### config.mk
export PLATFORM = sky130hd
export DESIGN_NAME = sp_packer
export DESIGN_NICKNAME = d
export VERILOG_FILES = /design/src/rtl/sp_packer.sv
export SDC_FILE = /design/constraint.sdc
export NUM_CORES = 1
export LEC_CHECK = 0
export ABC_AREA = 0
export BUFFER_PORTS_ARGS = -buffer_cell sky130_fd_sc_hd__buf_2
export CAP_MARGIN = 15
export CELL_PAD_IN_SITES_DETAIL_PLACEMENT = 0
export CELL_PAD_IN_SITES_GLOBAL_PLACEMENT = 1
export CORE_MARGIN = 1.5
export CORE_UTILIZATION = 30
export DETAILED_ROUTE_END_ITERATION = 8
export GPL_TIMING_DRIVEN = 0
export PLACE_DENSITY = 0.59
export SKIP_LAST_GASP = 1
export SYNTH_ARGS = -nofsm -noshare
export SYNTH_HDL_FRONTEND = slang
export SYNTH_SLANG_ARGS = --single-unit
### constraint.sdc
create_clock -name clk -period 1.7 [get_ports clk]
set_input_delay 0 -clock clk [delete_from_list [all_inputs] [get_ports clk]]
set_output_delay 0 -clock clk [all_outputs]
set_load 0.005 [all_outputs]
### src/rtl/sp_packer.sv
module sp_packer #(
  parameter int MANT_W = 32,
  parameter int EXP_W  = 12
) (
  input  logic                    clk,
  input  logic                    rst_n,
  input  logic                    in_valid,
  input  logic                    in_sign,
  input  logic [1:0]              in_class,
  input  logic signed [EXP_W-1:0] in_exp,
  input  logic [MANT_W-1:0]       in_mant,
  input  logic                    in_sticky,
  input  logic [1:0]              rnd_mode,
  input  logic                    flag_clr,
  output logic                    out_valid,
  output logic [31:0]             out_word,
  output logic                    flag_unfl,
  output logic                    flag_ovfl,
  output logic                    flag_inex,
  output logic                    flag_operr
);

  localparam int XW  = MANT_W + 2;
  localparam int NSH = MANT_W - 24;
  localparam int BW  = EXP_W + 2;
  localparam int SHW = $clog2(XW + 1);
  localparam logic signed [BW-1:0] BIAS     = 127;
  localparam logic signed [BW-1:0] EINF     = 255;
  localparam logic signed [BW-1:0] SUB_BASE = NSH + 1;
  localparam logic signed [BW-1:0] SH_MAX   = XW;

  localparam logic [1:0] CL_ZERO = 2'd0, CL_FIN = 2'd1, CL_INF = 2'd2, CL_NAN = 2'd3;
  localparam logic [1:0] RM_NEAR = 2'd0, RM_ZERO = 2'd1, RM_PINF = 2'd2, RM_MINF = 2'd3;

  logic signed [BW-1:0] be, sh_raw, be_post;
  logic                 is_sub;
  logic [SHW-1:0]       sh;
  logic [XW-1:0]        ext, drop_mask;
  logic [25:0]          kept;
  logic [23:0]          sig;
  logic [24:0]          sig_rnd;
  logic                 g, r, s, inexact, up, ovf, to_inf;
  logic [31:0]          word_n;
  logic                 unfl_n, ovfl_n, inex_n, operr_n;

  assign be      = BW'(in_exp) + BIAS;
  assign is_sub  = (be <= 0);
  assign sh_raw  = is_sub ? (SUB_BASE - be) : BW'(NSH);
  assign sh      = (sh_raw > SH_MAX) ? SHW'(XW) : SHW'(sh_raw);

  assign ext       = {in_mant, 2'b00};
  assign kept      = 26'(ext >> sh);
  assign drop_mask = ~({XW{1'b1}} << sh);
  assign sig       = kept[25:2];
  assign g         = kept[1];
  assign r         = kept[0];
  assign s         = (|(ext & drop_mask)) | in_sticky;
  assign inexact   = g | r | s;

  always_comb begin
    case (rnd_mode)
      RM_NEAR: begin up = g & (r | s | sig[0]); to_inf = 1'b1;     end
      RM_ZERO: begin up = 1'b0;                 to_inf = 1'b0;     end
      RM_PINF: begin up = inexact & ~in_sign;   to_inf = ~in_sign; end
      default: begin up = inexact & in_sign;    to_inf = in_sign;  end
    endcase
  end

  assign sig_rnd = {1'b0, sig} + 25'(up);
  assign be_post = be + BW'(sig_rnd[24]);
  assign ovf     = !is_sub && (be_post >= EINF);

  always_comb begin
    word_n  = {in_sign, 31'b0};
    unfl_n  = 1'b0;
    ovfl_n  = 1'b0;
    inex_n  = 1'b0;
    operr_n = 1'b0;
    case (in_class)
      CL_NAN:  word_n = {in_sign, 8'hFF, in_mant[MANT_W-2 -: 23]};
      CL_INF:  word_n = {in_sign, 8'hFF, 23'b0};
      CL_FIN: begin
        inex_n = inexact;
        if (is_sub) begin
          unfl_n = 1'b1;
          word_n = {in_sign, 7'b0, sig_rnd[23], sig_rnd[22:0]};
        end else if (ovf) begin
          ovfl_n  = 1'b1;
          inex_n  = 1'b1;
          operr_n = 1'b1;
          word_n  = to_inf ? {in_sign, 8'hFF, 23'b0} : {in_sign, 8'hFE, {23{1'b1}}};
        end else begin
          word_n = {in_sign, be_post[7:0], sig_rnd[22:0]};
        end
      end
      default: word_n = {in_sign, 31'b0};
    endcase
  end

  always_ff @(posedge clk or negedge rst_n) begin
    if (!rst_n) begin
      out_valid  <= 1'b0;
      out_word   <= '0;
      flag_unfl  <= 1'b0;
      flag_ovfl  <= 1'b0;
      flag_inex  <= 1'b0;
      flag_operr <= 1'b0;
    end else begin
      out_valid  <= in_valid;
      if (in_valid) out_word <= word_n;
      flag_unfl  <= (flag_unfl  & ~flag_clr) | (in_valid & unfl_n);
      flag_ovfl  <= (flag_ovfl  & ~flag_clr) | (in_valid & ovfl_n);
      flag_inex  <= (flag_inex  & ~flag_clr) | (in_valid & inex_n);
      flag_operr <= (flag_operr & ~flag_clr) | (in_valid & operr_n);
    end
  end

endmodule

==> results of run 1 <==
## state kept, by name, indices dropped and copies added (netlist names)
register,count
flag_inex,1
flag_operr,1
flag_ovfl,1
flag_unfl,1
out_valid,1
out_word,32
## worst max-delay path: cells and delay by family
family	cells	cell delay, ns
compound gates	17	2.98
xor+xnor	1	0.12
fa+ha+maj	6	1.31
buf+inv	12	1.38
simple gates	13	2.68
## Yosys cell counts (9+ instances only)
cell      instances
a211oi_1         17
or3_1             9
inv_1            24
buf_2            31
nand2b_1         15
xnor2_1          21
a31oi_1          29
a22oi_1          10
and3_1           13
buf_1            10
o31ai_1          13
xor2_1            9
o22ai_1          15
nor2_1           86
nor3_1           36
o21ai_0          78
clkbuf_1         49
nand3_1          49
mux2_2           10
o21ai_1          16
mux2i_1          24
nand2_1         110
ha_1              9
nor2b_1           9
nand4_1          32
dfrtp_1          37
and2_1            9
nor4_1           19
a21o_1           11
a21oi_1          77
o211ai_1         18
o221ai_1          9
## path summary, 6_finish.rpt
kind / depth (start not counted) / from / slack [ns] / endpoint
max in group asynchronous: 2 / rst_n / 0.80 / out_word[21]$_DFFE_PN0P_
min in group asynchronous: 2 / rst_n / 0.35 / out_word[0]$_DFFE_PN0P_
setup reg to reg: 5 / out_word[13]$_DFFE_PN0P_ / 0.43 / out_word[13]$_DFFE_PN0P_
setup / recovery: 49 / in_exp[0] / -6.63 / out_word[22]$_DFFE_PN0P_
hold reg to reg: 1 / out_word[24]$_DFFE_PN0P_ / 0.49 / out_word[24]$_DFFE_PN0P_
hold / removal: 3 / in_class[1] / 0.05 / out_word[18]$_DFFE_PN0P_
## what timing repair did
| action | in CTS | in global routing |
|---|---|---|
| setup buffers | 77 | 70 |
| hold endpoints to repair | 43 | 0 |
| setup endpoints to repair | 35 | 35 |
| cloned | 1 | 3 |
| resized for setup | 128 | 168 |
| pin swaps | 63 | 110 |
| hold buffers | 4 | 0 |
## cells by family after synthesis
| family | count (synthesis) |
|---|---|
| flip-flops | 37 |
| adder cells (fa/ha/maj) | 9 |
| AO/OA/AOI/OAI | 416 |
| XOR/XNOR | 31 |
| multiplexers | 37 |
| buffers and inverters | 122 |
| AND/OR/NAND/NOR | 436 |
## layout make-up
type                    count  share of cell area [%]
plain buffers              98                   7.438
clock buffers               5                   1.102
clock inverters             3                  0.1873
inverters                  24                  0.9697
multi-input cells         929                   63.57
flip-flops and latches     37                   8.154
well taps                 324                   3.570
repair buffers            228                   15.01
## power by group through the flow
stage	Clock, mW	Sequential, mW	Combinational [mW]
finish	0.965	1.02	3.71
global route	1.02	1.04	3.85
CTS	0.979	1.03	3.15
detailed placement	0	1.04	2.78
global placement	0	1.04	2.81
floorplan	0	1.05	1.75
## layer usage
metal / track usage (%) / part of all wire [%]
met3: 5.501 / 11
met1: 48.28 / 40
met2: 54.29 / 42
met4: 18.86 / 7.5
met5: 0 / 0
## through the flow
step                util, %  setup TNS (ns)  hold WS (ns)  std cells  power (mW)
finish                46.69         -218.91       0.04694       1648       5.701
detailed placement    35.84         -284.38        0.1603       1489       3.823
floorplan                 -         -193.48       -0.2956       1088       2.791
CTS                   41.41         -222.95       0.04404       1578       5.150
global placement      35.79         -287.61        0.1616       1488       3.847
global route          46.69         -226.29       0.06204       1648       5.902
==> results.json, run 1 <==
{
  "status": "finished, violations left",
  "violations": "setup timing",
  "synth_compound_area_share_pct": 38.64,
  "synth_seq_cells": 37,
  "syn_avg_cell_area_um2": 6.851,
  "grt_pass1_wl_um": 67940,
  "skew_ns": 0,
  "required_ns": 1.88,
  "netSwitchingPower_mw": 2.801,
  "synth_cells": 1088,
  "vias_per_cell": 6.672,
  "pwr-share-clk_pct": 16.9,
  "drc": 0,
  "cts_buffer_depth": 2,
  "final_area_um2": 11350,
  "grt.total_usage_pct": 35.62,
  "min_path_type": "in -> reg",
  "fin_crit_sh_pct": 490.0,
  "row_count": 57,
  "yosysTopAreaCell": "dfrtp_1",
  "combPwrFrac_pct": 65.1,
  "peakVddDrop_uv": 292.2,
  "synthMuxAreaShare_pct": 5.405,
  "grt-ovfl-total": 0,
  "leakage_nw": 4.271,
  "antenna_cells": 0,
  "clk_latency_ns": 0.29,
  "drive_above_1_share_pct": 37.46,
  "setup_viol": 35,
  "synthSimpleGateAreaFrac_pct": 31.14,
  "cts_buffers": 5,
  "grt_max_degree": 38,
  "ctsRootBufferMaster": "clkbuf_16",
  "rsz0062_at_grt": "true",
  "wl_per_cell_um": 29.31,
  "max_slew_margin_pct": 33.29,
  "crit_path_top_delay_cell": "nor3_1",
  "post-route-min-period_ns": 8.330,
  "start_util_pct": 30.65,
  "p_per_area_nw_per_um2": 502.1,
  "port-buffer-count": 76,
  "start_kind": "input pin",
  "hold_viol": 0,
  "fmax_ghz": 0.1200,
  "synthToLayoutAreaGrowth_pct": 52.34,
  "synth.area.top_cells": "dfrtp_1 (12%), nand2_1 (5.5%), o21ai_0 (5.2%), a21oi_1 (5.2%), nor2_1 (4.3%)",
  "grt_pass1_vias": 9945,
  "drv_slew": 0,
  "drt_iter0_markers": 1604,
  "internal_power_mw": 2.900,
  "die-area_um2": 25800,
  "totalWireLength_um": 48300,
  "regArea_um2": 925.9,
  "post-place-ws_ns": -8.589,
  "h-tree-depth": 2,
  "synth_area_um2": 7453,
  "syn-num-nets": 1151,
  "synthFlopType": "dfrtp_1",
  "setup_ws_ns": -6.630,
  "ys_warn_count": 0,
  "antenna_found_initial": 0,
  "ant_nets": 0,
  "core_um2": 24320,
  "async_flop_share_pct": 100.0,
  "critPathKind": "in -> reg",
  "clkSinkCount": 37,
  "dr.pass1.iters": 6,
  "place.gp.congestion": 1.019,
  "synthAdderAreaFrac_pct": 1.511,
  "yosysSeqAreaShare_pct": 12.42,
  "dp_hpwl_um": 33850,
  "final_common_cell": "buf_4",
  "maxCapViolCount": 0,
  "synth-edff-count": 0,
  "final_cell_mix": "buf_4 (133), nand2_1 (106), buf_2 (89), nor2_1 (74), a21oi_1 (65)",
  "num_vias": 11000,
  "die_h_um": 160.6,
  "yosysTopAreaCellShare_pct": 12.42,
  "path_max_fanout": 7,
  "synth_top_family_by_area": "compound AO/OA/AOI/OAI gates",
  "critPathMaxStageDelay_ns": 0.65,
  "synth_cell_types": 104,
  "p_sw_share_pct": 49.13,
  "pwr-share-seq_pct": 18.0,
  "fin_nets": 1386,
  "ios": 91,
  "synthXorXnorAreaFrac_pct": 3.743,
  "dpl-instance-area_um2": 8716,
  "clk_pin_slew_ns": 0.06,
  "arrival_ns": 8.51,
  "nFillCells": 2505,
  "multiInputGateArea_um2": 7218,
  "worst_pin_slew_ns": 0.9902,
  "tritoncts": "built",
  "die_x_um": 160.6,
  "crit_path_end_kind": "flip-flop"
}
(Power assumes the default switching activity.)
==> inputs of run 2 (changes only) <==
BUFFER_PORTS_ARGS = -buffer_cell sky130_fd_sc_hd__buf_4   (was -buffer_cell sky130_fd_sc_hd__buf_2)
CORE_UTILIZATION = 43   (was 30)
PLACE_DENSITY = 0.8   (was 0.59)
==> results.json, run 2 (synthesis gave the netlist of run 1 again) <==
{
  "status": "finished, violations left",
  "violations": "setup timing",
  "routed-wl-met3_um": 7327,
  "skew_ns": 0,
  "nFillCells": 1521,
  "ctsRootBufferMaster": "clkbuf_16",
  "multiInputGateArea_um2": 6842,
  "totalWireLength_um": 45200,
  "max_slew_margin_pct": 28.40,
  "setup_ws_ns": -6.542,
  "r2r-start": "out_word[13]$_DFFE_PN0P_",
  "path_max_fanout": 10,
  "rsz0062_at_grt": "true",
  "p_per_area_nw_per_um2": 527.3,
  "synthToLayoutAreaGrowth_pct": 44.30,
  "grt-ovfl-total": 0,
  "h-tree-depth": 2,
  "post-route-min-period_ns": 8.242,
  "place.gp.congestion": 1.077,
  "critPathKind": "in -> reg",
  "min_from": "in_mant[14]",
  "worst_pin_slew_ns": 1.065,
  "largest_reg_flops": 32,
  "grt.total_usage_pct": 48.71,
  "hold_viol": 0,
  "final_common_cell": "buf_4",
  "cts_buffers": 5,
  "grt_pass1_wl_um": 65610,
  "crit_path_end_kind": "flip-flop",
  "maxCapViolCount": 0,
  "highest_layer": "met5",
  "crit_start": "in_exp[0]",
  "wl_per_cell_um": 29.72,
  "ios": 91,
  "wl_met2_um": 17670,
  "critPathMaxStageDelay_ns": 0.42,
  "vias_per_cell": 7.461,
  "min_path_type": "in -> reg",
  "core_um2": 16760,
  "antenna_found_initial": 2,
  "ant_nets": 0,
  "fin_nets": 1362,
  "drv_slew": 0,
  "leakage_nw": 4.089,
  "clk_pin_slew_ns": 0.06,
  "final_cell_mix": "buf_4 (195), nand2_1 (105), nor2_1 (75), a21oi_1 (73), o21ai_0 (55)",
  "clk_latency_ns": 0.29,
  "drive_above_1_share_pct": 33.23,
  "cts_buffer_depth": 2,
  "dr.pass1.iters": 7,
  "die_h_um": 134.7,
  "port-buffer-count": 76,
  "start_util_pct": 44.47,
  "fin_crit_sh_pct": 484.8,
  "hold_ws_ns": 0.06154,
  "total_power_mw": 5.671,
  "clkSinkCount": 37,
  "die-area_um2": 18130,
  "regArea_um2": 925.9,
  "row_count": 47,
  "num_vias": 11350,
  "met1Wirelength_um": 15890,
  "start_kind": "input pin",
  "dp_hpwl_um": 30550,
  "tritoncts": "built",
  "arrival_ns": 8.39,
  "drc": 0,
  "drt_iter0_markers": 2037,
  "die_x_um": 134.7,
  "crit_path_top_delay_cell": "o41ai_2",
  "setup_viol": 35,
  "grt_pass1_vias": 10270,
  "grt_max_degree": 38,
  "peakVddDrop_uv": 422.1,
  "fmax_ghz": 0.1213,
  "regMostFlops": "out_word",
  "required_ns": 1.85
}
## run 2: changes by cell type in the layout (fill, tap and decap cells not counted), moves of 7 or more
cell     previous run  this run
a21oi_1            65        73
o21ai_2            21        13
buf_2              89        16
buf_6              30        16
o21ai_1            19        26
buf_12             11         4
buf_4             133       195
## run 2: area by class of cell
class / count / area share (%)
clock inverter: 2 / 0.3606
buffer: 98 / 7.108
clock buffer: 6 / 1.198
multi-input combinational: 930 / 63.61
timing repair buffer: 203 / 15.55
antenna: 1 / 0.02327
inverter: 24 / 0.9772
sequential: 37 / 8.609
tap: 220 / 2.559
## run 2: worst paths after layout
kind	end	slack (ns)	cells after the start
max in group asynchronous	out_word[17]$_DFFE_PN0P_	1.15	2
max reg2reg	out_word[13]$_DFFE_PN0P_	0.40	5
max	out_word[18]$_DFFE_PN0P_	-6.54	51
min	out_word[6]$_DFFE_PN0P_	0.06	3
min in group asynchronous	out_word[1]$_DFFE_PN0P_	0.20	2
min reg2reg	out_word[24]$_DFFE_PN0P_	0.50	1
## run 2: critical path, delay by kind of cell
kind / cells / cell delay, ns
adders and majority gates: 6 / 1.37
xor gates and xnor gates: 1 / 0.16
and+or+nand+nor: 10 / 1.72
buffers and inverters: 16 / 2.00
AOI/OAI and AO/OA: 17 / 3.01
muxes: 1 / 0.08
## run 2: repair_timing
action / CTS / global route
setup endpoints to repair: 35 / 35
resized for setup: 97 / 85
hold endpoints to repair: 43 / 0
gates cloned: 3 / 1
pin swaps: 56 / 60
setup buffers: 87 / 39
hold buffers: 4 / 0
## run 2: report_power, final
part           switching [mW]  internal (mW)
logic                    2.22           1.33
registers              0.0552          0.975
clock network           0.398          0.696
## run 2: layer usage
metal,vias to the layer above,global-route usage [%]
li1,4638,-
met1,5210,58.88
met2,1136,69.06
met3,362,23.09
met4,2,30.65
met5,-,1.389
## run 2: through the flow
stage	TNS, ns	worst slack, ns	std cells	util [%]	instance area (µm²)
floorplan	-193.48	-5.872	1088	-	7919
global placement	-276.96	-8.337	1384	52.30	8765
detailed placement	-277.92	-8.382	1385	52.34	8772
CTS	-219.85	-6.615	1486	60.60	10160
global route	-231.18	-6.903	1521	64.17	10760
finish	-218.26	-6.542	1521	64.17	10760
